File: config.mk
export PLATFORM = sky130hd
export DESIGN_NAME = nmi_entry_seq
export DESIGN_NICKNAME = d
export VERILOG_FILES = /design/src/rtl/nmi_entry_pkg.sv /design/src/rtl/nmi_pin_detect.sv /design/src/rtl/nmi_accept_gate.sv /design/src/rtl/nmi_entry_fsm.sv /design/src/rtl/nmi_entry_seq.sv
export SDC_FILE = /design/constraint.sdc
export NUM_CORES = 1
export LEC_CHECK = 0
export ABC_AREA = 1
export BUFFER_PORTS_ARGS = -buffer_cell sky130_fd_sc_hd__buf_2
export CAP_MARGIN = 20
export CELL_PAD_IN_SITES_DETAIL_PLACEMENT = 1
export CELL_PAD_IN_SITES_GLOBAL_PLACEMENT = 2
export CORE_ASPECT_RATIO = 1.75
export CORE_UTILIZATION = 25
export CTS_CLUSTER_DIAMETER = 150
export DETAILED_ROUTE_END_ITERATION = 16
export PLACE_DENSITY = 0.83
export SLEW_MARGIN = 20
export SYNTH_ARGS = -nofsm -noshare
export SYNTH_HDL_FRONTEND = slang
export SYNTH_SLANG_ARGS = --single-unit
File: constraint.sdc
create_clock -name clk -period 1.9 [get_ports clk]
set_input_delay 0.38 -clock clk [delete_from_list [all_inputs] [get_ports clk]]
set_output_delay 0.38 -clock clk [all_outputs]
set_load 0.01 [all_outputs]
File: src/rtl/nmi_entry_pkg.sv
package nmi_entry_pkg;
    localparam int XLEN        = 32;
    localparam int ILM_W       = 5;
    localparam int ILM_LSB     = 16;
    localparam int S_BIT       = 5;
    localparam int ILM_ENTRY   = 15;
    localparam int ILM_THRESH  = 15;
    localparam int WORD_BYTES  = XLEN / 8;
    localparam logic [XLEN-1:0] WORD_STEP  = XLEN'(WORD_BYTES);
    localparam logic [XLEN-1:0] FRAME_STEP = XLEN'(2 * WORD_BYTES);

    typedef logic [XLEN-1:0] word_t;

    typedef enum logic [1:0] {
        ST_IDLE,
        ST_PUSH_PS,
        ST_PUSH_PC,
        ST_DONE
    } entry_state_t;

    typedef struct packed {
        word_t ps;
        word_t ssp;
        word_t ret_pc;
        word_t tbr;
    } entry_ctx_t;

    function automatic logic [ILM_W-1:0] ps_level(input word_t ps);
        return ps[ILM_LSB +: ILM_W];
    endfunction

    function automatic word_t ps_on_entry(input word_t ps);
        word_t r;
        r = ps;
        r[ILM_LSB +: ILM_W] = ILM_W'(ILM_ENTRY);
        r[S_BIT] = 1'b0;
        return r;
    endfunction
endpackage

File: src/rtl/nmi_pin_detect.sv
module nmi_pin_detect #(
    parameter int STAGES = 2
) (
    input  logic clk,
    input  logic rst,
    input  logic pin_n,
    input  logic stop_mode,
    input  logic clear_pend,
    output logic pin_low,
    output logic pend
);
    logic [STAGES:0] chain;
    logic            synced;
    logic            prev;
    logic            fall;

    always_ff @(posedge clk) begin
        if (rst) chain <= '1;
        else     chain <= {chain[STAGES-1:0], pin_n};
    end

    assign synced  = chain[STAGES-1];
    assign prev    = chain[STAGES];
    assign fall    = prev & ~synced;
    assign pin_low = ~synced;

    // a new edge wins over the clear so it is not lost during entry
    always_ff @(posedge clk) begin
        if (rst)                     pend <= 1'b0;
        else if (fall && !stop_mode) pend <= 1'b1;
        else if (clear_pend)         pend <= 1'b0;
    end
endmodule

File: src/rtl/nmi_accept_gate.sv
module nmi_accept_gate
    import nmi_entry_pkg::*;
(
    input  logic  idle,
    input  logic  boundary,
    input  logic  pend,
    input  logic  stop_mode,
    input  logic  pin_low,
    input  word_t ps,
    output logic  accept
);
    logic req;
    logic level_ok;

    assign req      = pend | (stop_mode & pin_low);
    assign level_ok = ps_level(ps) > ILM_W'(ILM_THRESH);
    assign accept   = idle & boundary & req & level_ok;
endmodule

File: src/rtl/nmi_entry_fsm.sv
module nmi_entry_fsm
    import nmi_entry_pkg::*;
#(
    parameter logic [31:0] VEC_OFFSET = 32'h0000_03C0
) (
    input  logic       clk,
    input  logic       rst,
    input  logic       accept,
    input  entry_ctx_t ctx_in,
    input  logic       mem_ready,
    output logic       busy,
    output logic       mem_wr,
    output word_t      mem_addr,
    output word_t      mem_wdata,
    output logic       done,
    output word_t      ps_out,
    output word_t      ssp_out,
    output word_t      pc_out
);
    entry_state_t state;
    entry_ctx_t   ctx;

    always_ff @(posedge clk) begin
        if (rst) begin
            state <= ST_IDLE;
            ctx   <= '0;
        end else begin
            unique case (state)
                ST_IDLE: if (accept) begin
                    ctx   <= ctx_in;
                    state <= ST_PUSH_PS;
                end
                ST_PUSH_PS: if (mem_ready) state <= ST_PUSH_PC;
                ST_PUSH_PC: if (mem_ready) state <= ST_DONE;
                ST_DONE:    state <= ST_IDLE;
                default:    state <= ST_IDLE;
            endcase
        end
    end

    always_comb begin
        mem_wr    = 1'b0;
        mem_addr  = '0;
        mem_wdata = '0;
        if (state == ST_PUSH_PS) begin
            mem_wr    = 1'b1;
            mem_addr  = ctx.ssp - WORD_STEP;
            mem_wdata = ctx.ps;
        end else if (state == ST_PUSH_PC) begin
            mem_wr    = 1'b1;
            mem_addr  = ctx.ssp - FRAME_STEP;
            mem_wdata = ctx.ret_pc;
        end
    end

    assign busy    = state != ST_IDLE;
    assign done    = state == ST_DONE;
    assign ps_out  = ps_on_entry(ctx.ps);
    assign ssp_out = ctx.ssp - FRAME_STEP;
    assign pc_out  = ctx.tbr + VEC_OFFSET;
endmodule

File: src/rtl/nmi_entry_seq.sv
module nmi_entry_seq
    import nmi_entry_pkg::*;
#(
    parameter int          SYNC_STAGES = 2,
    parameter logic [31:0] VEC_OFFSET  = 32'h0000_03C0
) (
    input  logic        clk,
    input  logic        rst,
    input  logic        nmi_pin_n,
    input  logic        stop_mode,
    input  logic        insn_boundary,
    input  logic [31:0] ps_in,
    input  logic [31:0] ssp_in,
    input  logic [31:0] next_pc_in,
    input  logic [31:0] tbr_in,
    input  logic        mem_ready,
    output logic        busy,
    output logic        mem_wr,
    output logic [31:0] mem_addr,
    output logic [31:0] mem_wdata,
    output logic        entry_done,
    output logic [31:0] ps_out,
    output logic [31:0] ssp_out,
    output logic [31:0] pc_out
);
    logic       pin_low;
    logic       pend;
    logic       accept;
    entry_ctx_t ctx_in;

    assign ctx_in = '{ps: ps_in, ssp: ssp_in, ret_pc: next_pc_in, tbr: tbr_in};

    nmi_pin_detect #(.STAGES(SYNC_STAGES)) u_detect (
        .clk        (clk),
        .rst        (rst),
        .pin_n      (nmi_pin_n),
        .stop_mode  (stop_mode),
        .clear_pend (accept),
        .pin_low    (pin_low),
        .pend       (pend)
    );

    nmi_accept_gate u_gate (
        .idle      (~busy),
        .boundary  (insn_boundary),
        .pend      (pend),
        .stop_mode (stop_mode),
        .pin_low   (pin_low),
        .ps        (ps_in),
        .accept    (accept)
    );

    nmi_entry_fsm #(.VEC_OFFSET(VEC_OFFSET)) u_fsm (
        .clk       (clk),
        .rst       (rst),
        .accept    (accept),
        .ctx_in    (ctx_in),
        .mem_ready (mem_ready),
        .busy      (busy),
        .mem_wr    (mem_wr),
        .mem_addr  (mem_addr),
        .mem_wdata (mem_wdata),
        .done      (entry_done),
        .ps_out    (ps_out),
        .ssp_out   (ssp_out),
        .pc_out    (pc_out)
    );
endmodule

==> results of run 1 <==
## flip-flops by register name, summed over array words and instances, names as in the netlist
register / cells
u_fsm.ctx: 102
u_fsm.ps_out: 26
u_detect.chain: 3
u_fsm.state: 2
u_detect.pend: 1
## layer usage
| metal | global-route usage | wire length (um) | up-vias |
|---|---|---|---|
| met2 | 0.458 | 20700 | 317 |
| met3 | 0.0573 | 1740 | 109 |
| li1 | - | - | 4301 |
| met5 | 0 | 72 | - |
| met1 | 0.198 | 11700 | 4347 |
| met4 | 0.124 | 2020 | 10 |
## power groups by stage
stage / Combinational, mW / Clock (mW) / Sequential (mW)
6_report: 4.20 / 3.33 / 3.00
4_1_cts: 3.58 / 3.41 / 3.00
3_3_place_gp: 2.77 / 0 / 3.04
2_1_floorplan: 1.51 / 0 / 3.02
3_5_place_dp: 2.81 / 0 / 3.05
5_1_grt: 4.49 / 3.54 / 3.01
## cell usage after synthesis, types with 11 or more instances
cell type  count
buf_4         46
clkbuf_1      25
nor2_1       229
a21oi_1       62
nand4_1       11
xor2_1        32
buf_2         20
a22o_1        31
o21ai_0      167
dfxtp_1      134
nand3_1       47
nand2_1      144
inv_1         97
## worst paths after layout
path                          start                 to  slack [ns]  cells past startpoint
setup / recovery      u_fsm.ctx[68]       mem_addr[11]       -0.50                     10
hold reg to reg   u_detect.chain[0]  u_detect.chain[1]        0.41                      1
setup reg to reg     u_fsm.state[1]      u_fsm.ctx[68]        0.09                      9
hold / removal            nmi_pin_n  u_detect.chain[0]        0.12                      2
## what timing repair did
| item | CTS | global route |
|---|---|---|
| resized for setup | 311 | 182 |
| setup endpoints to repair | 114 | 116 |
| gates cloned | 8 | 1 |
| buffers inserted | 38 | 34 |
| pin swaps | 71 | 85 |
## through the flow
step                      instances  instance area (um^2)
final                          1882                 12600
after global routing           1882                 12600
after global placement         1785                  9700
after detailed placement       1785                  9700
after CTS                      1860                 11800
after floorplan                1113                  7470
## cell type report
type                    count  area share
multi-input cells         786       0.400
inverters                 100      0.0323
well taps                 382      0.0379
repair buffers            447       0.266
clock buffers              18      0.0348
flip-flops and latches    134       0.217
clock inverters            14      0.0111
diodes                      1    0.000198
## kinds of logic (layout without fill, tap and decap cells)
family	Yosys count	count (layout)	share of synthesized area
AO/OA/AOI/OAI	271	271	0.199
flip-flops	134	134	0.360
adder cells (fa/ha/maj)	8	8	0.0134
other	2	7	0.00101
buffers and inverters	193	579	0.124
XOR/XNOR	33	33	0.0388
AND/OR/NAND/NOR	468	468	0.263
==> summary.txt, run 1 <==
Pwr
  • Sequential group share of total power: 0.285
  • PD cells: 836 mW/mm^2
  • Internal Power: 6.72 mW
  • Logic pwr share: 0.398
  • Tot Pwr: 10.5 mW
  • Clk pwr share: 0.316
  • Sw Pwr: 3.81 mW
  • Switching Share: 0.362
  • Pleak: 5.86 nW
  • VDD IR max: 711 uV

STA
  • Final Hold Vio Count: 0
  • Final worst path period share: 1.26
  • Hold Slack: 0.125 ns
  • Clk_skew: 0.0127 ns
  • Final Max Slew Viols: 0
  • RSZ-0062 raised after global routing: true
  • Crit path time final: 2.40 ns
  • Finish-stage setup viols: 111
  • Final worst setup slack: -0.496 ns
  • Total negative slack: -37.12 ns
  • Fmax: approximately 420 MHz

Yosys
  • Sequential-to-total area share from yosys stat: 0.360
  • Mapped Cells: 1,109
  • Post-synth ARST share: 0
  • Number of synthesized flops with an enable pin: 0
  • Synth Register Bits: 134
  • Syn. warnings: 0
  • Area leader, netlist: dfxtp_1
  • Synth top area cells: dfxtp_1 36%, nor2_1 12%, o21ai_0 11%
  • Post-synth top area share: 0.360
  • Yosys cell types: 33
  • Cell Area, Synth: 0.00745 mm^2
  • Avg Inst Size Synth: 6.72 um^2
  • Primary FF master, synth: dfxtp_1

Clock tree
  • CTS tree: yes
  • CTS clk-pin slew, worst paths: roughly 0.070 ns
  • Clock root buffer master: clkbuf_16
  • TritonCTS Sinks: between 100 and 150
  • # H-tree levels: 4
  • Clock Latency Late Sink: about 0.44 ns
  • TritonCTS Buffers: 17
  • CTS Hold Buffers Added: 0
  • CTS Buffer Depth: 2

Run status
  • Failing checks: negative setup slack
  • Status: finished with violations

Critical path
  • Startpoint Class: flop
  • Crit path cell chain: inv_2, ha_4, buf_6, nand2_4, nor2_4, buf_6, buf_6, xor2_4, o21ai_2, buf_2
  • CP endpoint kind: primary output
  • Arr. time, crit path: 2.02 ns
  • Most used cell, CP: buf_6
  • Critical path buffers and inverters: 5
  • Worst EP required: 1.52 ns
  • CP top delay family: buffers and inverters
  • CP max FO: 4
  • CP max stage cell: dfxtp_2
  • Critical Path Max Stage Delay: 0.33 ns
  • Crit Path Category: flop to primary output

Final layout
  • Multi-input gate area: 0.00505 mm^2
  • Filler Cell Count: 3,654
  • Commonest non-fill, non-tap cells in the layout: 257 x buf_2, 179 x nor2_1, 130 x o21ai_0
  • Most common cell after layout, fill and taps aside: buf_2
  • Layout Nets: roughly 1.6k
  • Area delta synth->final: 69.2%
  • Layout cells sized above 1: 0.499
  • Register area: 0.00274 mm^2
  • Post-Route Utilization: 0.431

Detailed routing
  • Initial DRC Count: 260
  • Total vias in the final route: 9,084
  • Final ANT Viol Nets: 0
  • Remaining routing DRC violations: 0
  • Via/cell ratio: 4.83
  • Initial DRT Pass Iterations: 4
  • Drt total wl: about 36 mm
  • Avg WL per Cell: around 19 um

Die
  • DIE HEIGHT: 230 um
  • Initial core utilization: 0.254
  • # rows: 83
  • Ports: 297
  • Die W: 133 um
  • Core box area: 0.0293 mm^2
  • Die area: approximately 0.03 mm^2

Run
  • Max-Cap Viols: 0

Global routing
  • Maximum number of pins on one net before global-route repair: between 70 and 80
  • Global-route wire length before repair: 52.2 mm
  • GRT overflow: 0
  • Initial antenna violation count: 6
  • Total GRT Usage: 0.227
  • Number of global-route vias before repair: 9,402

Placement
  • Final GP Congestion: 0.896
  • Post-DP HPWL: 24.7 mm
  • Worst slack, placed: -0.154 ns
  • Input/output buffers: 290

Worst hold path
  • Tightest Hold Check Type: input port to flop
No activity file was read; power rests on OpenSTA's default activity.
==> inputs of run 2 (changes only) <==
--- a/config.mk
+++ b/config.mk
@@ -5,16 +5,15 @@
 export SDC_FILE = /design/constraint.sdc
 export NUM_CORES = 1
 export LEC_CHECK = 0
-export ABC_AREA = 1
 export BUFFER_PORTS_ARGS = -buffer_cell sky130_fd_sc_hd__buf_2
 export CAP_MARGIN = 20
 export CELL_PAD_IN_SITES_DETAIL_PLACEMENT = 1
 export CELL_PAD_IN_SITES_GLOBAL_PLACEMENT = 2
 export CORE_ASPECT_RATIO = 1.75
-export CORE_UTILIZATION = 25
+export CORE_UTILIZATION = 27
 export CTS_CLUSTER_DIAMETER = 150
 export DETAILED_ROUTE_END_ITERATION = 16
-export PLACE_DENSITY = 0.83
+export PLACE_DENSITY = 0.88
 export SLEW_MARGIN = 20
 export SYNTH_ARGS = -nofsm -noshare
 export SYNTH_HDL_FRONTEND = slang
==> constraint.sdc (replaced) <==
create_clock -name clk -period 2.77 [get_ports clk]
set_input_delay 0.554 -clock clk [delete_from_list [all_inputs] [get_ports clk]]
set_output_delay 0.554 -clock clk [all_outputs]
set_load 0.01 [all_outputs]
==> run 2 against run 1 <==
The flow still finishes with violations (negative setup slack). Flip-flop and latch count did not move. Total power down 32%. Global-route usage decreased by 1.2 points. Register-to-register slack better by 0.63 ns. Count of clock-buffer cells in the layout is 7 higher. Synthesized cell count shrank 4.9%. Routed wire length is 14% lower. Setup slack improved by 0.16 ns.
==> summary.txt, run 2 <==
Placement
  • Post-DP HPWL: 22.5 mm (was 24.7 mm)
  • Worst slack, placed: 0.0693 ns (was -0.154 ns)
  • Cells after DPL: 1,612 (was 1,785)
  • Final GP Congestion: 0.914 (was 0.896)
  • Placed inst area: 0.00920 mm^2 (was 0.00970 mm^2)
  • Input/output buffers: 290 (unchanged)

STA
  • Final worst path period share: 1.12
  • Final worst setup slack: -0.338 ns (was -0.496 ns)
  • RSZ-0062 raised after global routing: true (unchanged)
  • Final Hold Vio Count: 0 (unchanged)
  • Fmax: 322 MHz
  • Final Max Slew Viols: 0 (unchanged)
  • Total negative slack: -4.75 ns (was -37.12 ns)
  • Hold Slack: 0.309 ns (was 0.125 ns)
  • Finish-stage setup viols: 32 (was 111)
  • Slew Limit Headroom: 0.508
  • Crit path time final: 3.11 ns
  • Clk_skew: 0.00952 ns (was 0.0127 ns)
  • Slew @ Worst Pin: 0.736 ns

Detailed routing
  • Final ANT Viol Nets: 0 (unchanged)
  • Total vias in the final route: 8,400 (was 9,084)
  • Drt total wl: 30.9 mm (was 36.1 mm)
  • Initial DRC Count: 308 (was 260)
  • Initial DRT Pass Iterations: 4 (unchanged)
  • Avg WL per Cell: 18.3 um (was 19.2 um)
  • Remaining routing DRC violations: 0 (unchanged)
  • Via/cell ratio: 4.98 (was 4.83)

Yosys
  • Simple-gate portion of the synthesized area: 0.295 (was 0.263)
  • Number of synthesized flops with an enable pin: 0 (unchanged)
  • Syn. warnings: 0 (unchanged)
  • Avg Inst Size Synth: 6.99 um^2 (was 6.72 um^2)
  • Yosys cell types: 58 (was 33)
  • Mapped Cells: 1,055 (was 1,109)
  • Post-synthesis compound-gate area fraction: 0.156 (was 0.199)
  • Area leader, netlist: dfxtp_1 (unchanged)
  • Synth Area in XOR/XNOR: 0.0748 (was 0.0388)
  • Synth Register Bits: 134 (unchanged)
  • Adder-Cell Fraction of Synth Area: 0.0136 (was 0.0134)
  • Mux cell area share after synthesis: 0.00136 (was 0)
  • Count leader, synth: nand2_1 (was nor2_1)
  • Post-synth top area share: 0.364 (was 0.360)
  • Primary FF master, synth: dfxtp_1 (unchanged)
  • Largest family of logic cells by synthesized area: simple AND/OR/NAND/NOR gates (unchanged)
  • Most common library cells after synthesis: 340 x nand2_1, 140 x a21oi_1, 134 x dfxtp_1 (was 229 x nor2_1, 167 x o21ai_0, 144 x nand2_1)
  • Post-synth ARST share: 0 (unchanged)
  • Cell Area, Synth: 0.00737 mm^2 (was 0.00745 mm^2)
  • Sequential-to-total area share from yosys stat: 0.364 (was 0.360)
  • Synth top area cells: dfxtp_1 36%, nand2_1 17%, a21oi_1 9.5% (was dfxtp_1 36%, nor2_1 12%, o21ai_0 11%)

Die
  • # rows: 79 (was 83)
  • Initial core utilization: 0.276 (was 0.254)
  • Die area: 0.0280 mm^2 (was 0.0305 mm^2)
  • Core box area: 0.0267 mm^2 (was 0.0293 mm^2)
  • DIE HEIGHT: 221 um (was 230 um)
  • Ports: 297 (unchanged)
  • Die W: 127 um (was 133 um)

Critical path
  • Critical path buffers and inverters: 1 (was 5)
  • Worst r2r src: u_fsm.state[0] (was u_fsm.state[1])
  • Critical Path Max Stage Delay: 0.63 ns (was 0.33 ns)
  • Startpoint Class: flop (unchanged)
  • CP endpoint kind: primary output (unchanged)
  • Arr. time, crit path: 2.55 ns (was 2.02 ns)
  • Most used cell, CP: or4_4 (was buf_6)
  • CP top delay family: simple AND/OR/NAND/NOR gates (was buffers and inverters)
  • Crit path cell chain: or4_4, or4_4, nor4_4, xor2_1, buf_2 (was inv_2, ha_4, buf_6, nand2_4, nor2_4, buf_6, buf_6, xor2_4, o21ai_2, buf_2)
  • Crit path to: ssp_out[23] (was mem_addr[11])
  • Crit Path Category: flop to primary output (unchanged)
  • CP max stage cell: or4_4 (was dfxtp_2)
  • Worst EP required: 2.22 ns (was 1.52 ns)
  • CP max FO: 7 (was 4)
  • Reg-to-Reg End: u_fsm.ps_out[6] (was u_fsm.ctx[68])
  • Instance count on the critical path: 5 (was 10)
  • Beginning of the critical path: u_fsm.ctx[75] (was u_fsm.ctx[68])
  • R2R cell count: 7 (was 9)
  • Worst R2R Setup Slack: 0.72 ns (was 0.09 ns)

Global routing
  • Total GRT Usage: 0.214 (was 0.227)
  • GRT overflow: 0 (unchanged)
  • Global-route wire length before repair: 45.4 mm (was 52.2 mm)
  • Initial antenna violation count: 6 (unchanged)
  • Maximum number of pins on one net before global-route repair: 77 (unchanged)
  • Number of global-route vias before repair: 8,432 (was 9,402)

Clock tree
  • CTS Buffer Depth: 2 (unchanged)
  • CTS Hold Buffers Added: 0 (unchanged)
  • Clock root buffer master: clkbuf_16 (unchanged)
  • TritonCTS Sinks: 134 (unchanged)
  • # H-tree levels: 4 (unchanged)
  • TritonCTS Buffers: 17 (unchanged)
  • CTS tree: yes (unchanged)
  • Clock Latency Late Sink: 0.43 ns (was 0.44 ns)
  • CTS clk-pin slew, worst paths: 0.06 ns (was 0.07 ns)

Pwr
  • Switching Share: 0.341 (was 0.362)
  • VDD IR max: 396 uV (was 711 uV)
  • Internal Power: 4.69 mW (was 6.72 mW)
  • Sequential group share of total power: 0.285 (about the same)
  • Tot Pwr: 7.12 mW (was 10.5 mW)
  • PD cells: 655 mW/mm^2 (was 836 mW/mm^2)
  • Pleak: 4.75 nW (was 5.86 nW)
  • Sw Pwr: 2.43 mW (was 3.81 mW)
  • Clk pwr share: 0.350 (was 0.316)
  • Logic pwr share: 0.365 (was 0.398)

Final layout
  • Multi-input gate area: 0.00462 mm^2 (was 0.00505 mm^2)
  • Filler Cell Count: 3,391 (was 3,654)
  • Register area: 0.00271 mm^2 (was 0.00274 mm^2)
  • Commonest non-fill, non-tap cells in the layout: 335 x nand2_1, 289 x buf_2, 136 x a21oi_1 (was 257 x buf_2, 179 x nor2_1, 130 x o21ai_0)
  • Layout Nets: 1,489 (was 1,628)
  • Layout cells sized above 1: 0.394 (was 0.499)
  • Final cell count without fillers: 1,688 (was 1,882)
  • Max FFs per register: 102 (unchanged)
  • Design Area, Final: 0.0109 mm^2 (was 0.0126 mm^2)
  • Area delta synth->final: 47.3% (was 69.2%)
  • Most flops, register: u_fsm.ctx (unchanged)
  • Most common cell after layout, fill and taps aside: nand2_1 (was buf_2)
  • Post-Route Utilization: 0.407 (was 0.431)

Run status
  • Status: finished with violations (unchanged)
  • Failing checks: negative setup slack (unchanged)

Run
  • Max-Cap Viols: 0 (unchanged)

Worst hold path
  • Tightest Hold Check Type: input port to flop (unchanged)
## run 2: cell count changes in the layout (fill, tap and decap cells not counted), moves of 24 or more
cell and change:
nand2_4 -24, o21ai_0 -92, buf_6 -58, nand2_2 -31
a22o_1 -31, a21oi_1 +80, inv_1 -60, nand2_1 +244
nor2_1 -138, xnor2_1 +38, buf_2 +32, nor2_4 -34
## run 2: power groups by stage
stage / Combinational, mW / Sequential, mW / Clock (mW)
2_1_floorplan: 1.26 / 2.05 / 0
3_3_place_gp: 2.18 / 2.06 / 0
3_5_place_dp: 2.20 / 2.06 / 0
4_1_cts: 2.44 / 2.03 / 2.57
5_1_grt: 2.80 / 2.03 / 2.64
6_report: 2.60 / 2.03 / 2.49
## run 2: worst min path at each step
stage | start | endpoint | slack (ns) | depth (start not counted)
3_5_place_dp | u_detect.chain[0] | u_detect.chain[1] | 0.40 | 1
6_report | nmi_pin_n | u_detect.chain[0] | 0.31 | 2
3_3_place_gp | u_detect.chain[0] | u_detect.chain[1] | 0.39 | 1
5_1_grt | nmi_pin_n | u_detect.chain[0] | 0.29 | 2
2_1_floorplan | u_detect.chain[0] | u_detect.chain[1] | 0.39 | 1
4_1_cts | nmi_pin_n | u_detect.chain[0] | 0.28 | 2
## run 2: cells by family after synthesis
family	Yosys count
and+or+nand+nor	497
other	2
muxes	1
adders and majority gates	8
buffers and inverters	137
xor gates and xnor gates	63
AOI/OAI and AO/OA	213
DFF	134
## run 2: layout make-up
cell class	instances	area share
clock buffers	25	0.0456
repair buffers	394	0.223
clock inverters	7	0.0130
diodes	4	0.000922
well taps	324	0.0373
flip-flops and latches	134	0.250
inverters	12	0.00438
multi-input cells	788	0.426
## run 2: worst register-to-register path, stage by stage (launching register included)
cell	delay (ns)
dfxtp_2	0.37
inv_1	0.09
ha_1	0.25
nand3_1	0.15
o21bai_4	0.35
buf_12	0.39
nand2_1	0.19
a21oi_1	0.18
## run 2: routing by layer
layer / vias to the layer above / global-route usage / part of all wire
li1: 4026 / - / -
met1: 4023 / 0.204 / 0.35
met2: 267 / 0.418 / 0.56
met3: 80 / 0.0382 / 0.039
met4: 4 / 0.138 / 0.048
met5: - / 0 / 0.00074
## run 2: timing repair
item / CTS / global route
setup buffers: 17 / 26
setup endpoints to repair: 53 / 51
pin swaps: 28 / 29
gates cloned: 0 / 0
resized for setup: 95 / 72
hold endpoints to repair: 0 / 0
==> inputs of run 3 (changes only) <==
--- a/config.mk
+++ b/config.mk
@@ -18,3 +18,4 @@
 export SYNTH_ARGS = -nofsm -noshare
 export SYNTH_HDL_FRONTEND = slang
 export SYNTH_SLANG_ARGS = --single-unit
+export TNS_END_PERCENT = 30
==> run 3 against run 2 <==
Flip-flop and latch count unchanged. Design area decreased by 2.5%. Global-route usage increased by 0.15 points. Total power decreased by 0.83%. Combinational power about the same. Final cell count decreased by 1.0%. Via count decreased by 1.3%. First-iteration DRC count decreased by 24%. The run still ends with negative setup slack left. Hold slack got worse by 0.0053 ns. Critical endpoint is now ssp_out[31]. Count of clock-buffer cells in the layout decreased by 6. Register-to-register slack about the same.
==> summary.txt, run 3 (synthesis gave the netlist of run 2 again) <==
Placement
  • Input/output buffers: 290 (unchanged)
  • Placed inst area: 0.00917 mm^2 (was 0.00920 mm^2)
  • Post-DP HPWL: 22.5 mm (about the same)
  • Final GP Congestion: 0.961 (was 0.914)

Critical path
  • Arr. time, crit path: 2.58 ns (was 2.55 ns)
  • CP max FO: 5 (was 7)
  • Critical Path Max Stage Delay: 0.60 ns (was 0.63 ns)
  • R2R cell count: 7 (unchanged)
  • CP max stage cell: or4_4 (unchanged)
  • CP endpoint kind: primary output (unchanged)
  • Crit path cell chain: inv_2, ha_4, or3b_4, or4_4, buf_6, nor3_4, xor2_1, buf_2 (was or4_4, or4_4, nor4_4, xor2_1, buf_2)
  • Worst EP required: 2.22 ns (about the same)
  • Crit Path Category: flop to primary output (unchanged)
  • Startpoint Class: flop (unchanged)

Clock tree
  • # H-tree levels: 4 (unchanged)
  • TritonCTS Sinks: 134 (unchanged)
  • Clock Latency Late Sink: 0.43 ns (about the same)
  • CTS Buffer Depth: 2 (unchanged)
  • CTS tree: yes (unchanged)
  • CTS clk-pin slew, worst paths: 0.06 ns (about the same)
  • TritonCTS Buffers: 17 (unchanged)
  • Clock root buffer master: clkbuf_16 (unchanged)

Pwr
  • Pleak: 4.61 nW (was 4.75 nW)
  • VDD IR max: 411 uV (was 396 uV)
  • Switching Share: 0.350 (was 0.341)
  • Sw Pwr: 2.47 mW (was 2.43 mW)
  • Clk pwr share: 0.346 (was 0.350)
  • Logic pwr share: 0.366 (was 0.365)
  • Sequential group share of total power: 0.288 (was 0.285)
  • Internal Power: 4.59 mW (was 4.69 mW)
  • PD cells: 666 mW/mm^2 (was 655 mW/mm^2)

Final layout
  • Layout cells sized above 1: 0.383 (was 0.394)
  • Most flops, register: u_fsm.ctx (unchanged)
  • Max FFs per register: 102 (unchanged)
  • Commonest non-fill, non-tap cells in the layout: 337 x nand2_1, 288 x buf_2, 136 x a21oi_1 (was 335 x nand2_1, 289 x buf_2, 136 x a21oi_1)
  • Layout Nets: 1,473 (was 1,489)
  • Most common cell after layout, fill and taps aside: nand2_1 (unchanged)
  • Design Area, Final: 0.0106 mm^2 (was 0.0109 mm^2)
  • Filler Cell Count: 3,358 (was 3,391)
  • Area delta synth->final: 43.7% (was 47.3%)

STA
  • Crit path time final: 3.13 ns (was 3.11 ns)
  • Final worst setup slack: -0.363 ns (was -0.338 ns)
  • Final Max Slew Viols: 0 (unchanged)
  • Final worst path period share: 1.13 (was 1.12)
  • Fmax: 319 MHz (was 322 MHz)
  • Clk_skew: 0.00785 ns (was 0.00952 ns)
  • RSZ-0062 raised after global routing: true (unchanged)
  • Final Hold Vio Count: 0 (unchanged)
  • Finish-stage setup viols: 35 (was 32)
  • Slew Limit Headroom: 0.627 (was 0.508)
  • Hold Slack: 0.304 ns (was 0.309 ns)
  • Slew @ Worst Pin: 0.559 ns (was 0.736 ns)

Die
  • DIE HEIGHT: 221 um (unchanged)
  • Initial core utilization: 0.276 (unchanged)
  • Die W: 127 um (unchanged)
  • Core box area: 0.0267 mm^2 (unchanged)
  • Die area: 0.0280 mm^2 (unchanged)
  • Ports: 297 (unchanged)
  • # rows: 79 (unchanged)

Worst hold path
  • Tightest Hold Check Type: input port to flop (unchanged)
  • WHS Path Cells: 2 (unchanged)

Detailed routing
  • Via/cell ratio: 4.96 (was 4.98)
  • Drt total wl: 30.8 mm (was 30.9 mm)
  • Total vias in the final route: 8,291 (was 8,400)
  • Avg WL per Cell: 18.4 um (was 18.3 um)
  • Remaining routing DRC violations: 0 (unchanged)
  • Initial DRC Count: 235 (was 308)
  • Initial DRT Pass Iterations: 4 (unchanged)
  • Final ANT Viol Nets: 0 (unchanged)

Global routing
  • GRT overflow: 0 (unchanged)
  • Maximum number of pins on one net before global-route repair: 82 (was 77)
  • Number of global-route vias before repair: 8,397 (was 8,432)
  • Total GRT Usage: 0.216 (was 0.214)
  • Global-route wire length before repair: 45.7 mm (was 45.4 mm)
  • Initial antenna violation count: 5 (was 6)

Run status
  • Status: finished with violations (unchanged)
  • Failing checks: negative setup slack (unchanged)

Run
  • Max-Cap Viols: 0 (unchanged)
-- run 3: cell count changes in the layout (fill, tap and decap cells not counted), moves of 4 or more --
cell | previous run | this run
buf_4 | 74 | 66
nor3_4 | 7 | 3
nor4_4 | 10 | 5
nor3_2 | 3 | 7
buf_6 | 22 | 17
-- run 3: worst paths after layout --
kind | from | endpoint | slack [ns]
max | u_fsm.ctx[68] | ssp_out[31] | -0.36
max reg2reg | u_fsm.state[0] | u_fsm.ctx[70] | 0.72
min reg2reg | u_detect.chain[0] | u_detect.chain[1] | 0.41
min | nmi_pin_n | u_detect.chain[0] | 0.30
-- run 3: timing repair --
| action | 4_1_cts | 5_1_grt |
|---|---|---|
| setup endpoints to repair | 81 | 79 |
| resized for setup | 76 | 59 |
| pin swaps | 29 | 31 |
| setup buffers | 14 | 13 |
| hold buffers | 0 | 0 |
-- run 3: metrics by stage --
step	setup TNS (ns)	utilization	setup slack, ns	std cells	total power [mW]
finish	-5.95	0.397	-0.363	1671	7.06
global route	-9.78	0.397	-0.440	1671	7.40
detailed placement	0	0.344	0.00397	1610	4.30
global placement	0	0.344	0.0703	1610	4.28
floorplan	-0.0241	-	-0.0241	1059	3.31
CTS	-5.90	0.384	-0.364	1656	6.97
-- run 3: power groups by stage --
stage	clock network [mW]	registers (mW)	logic [mW]
2_1_floorplan	0	2.05	1.26
3_5_place_dp	0	2.06	2.23
5_1_grt	2.58	2.04	2.79
4_1_cts	2.51	2.03	2.43
6_report	2.44	2.03	2.58
3_3_place_gp	0	2.06	2.22
-- run 3: area by class of cell --
cell class / instances / area (um^2) / area share
Multi-Input combinational cell: 788 / 4530 / 0.428
Sequential cell: 134 / 2700 / 0.255
Timing Repair Buffer: 378 / 2270 / 0.214
Clock buffer: 19 / 443 / 0.0418
Tap cell: 324 / 405 / 0.0383
Clock inverter: 13 / 180 / 0.0170
Inverter: 12 / 48.8 / 0.00461
Antenna cell: 3 / 7.51 / 0.000709
-- run 3: routing by layer --
metal	track usage	share of wire
met5	0	0.00081
met4	0.131	0.049
met3	0.0471	0.039
met2	0.425	0.57
met1	0.199	0.35
-- run 3: critical path: cells and delay by family, from the launching register on --
kind,cells,cell delay [ns]
fa+ha+maj,1,0.13
simple gates,3,1.17
buf+inv,3,0.39
xor+xnor,1,0.15
flops,1,0.32
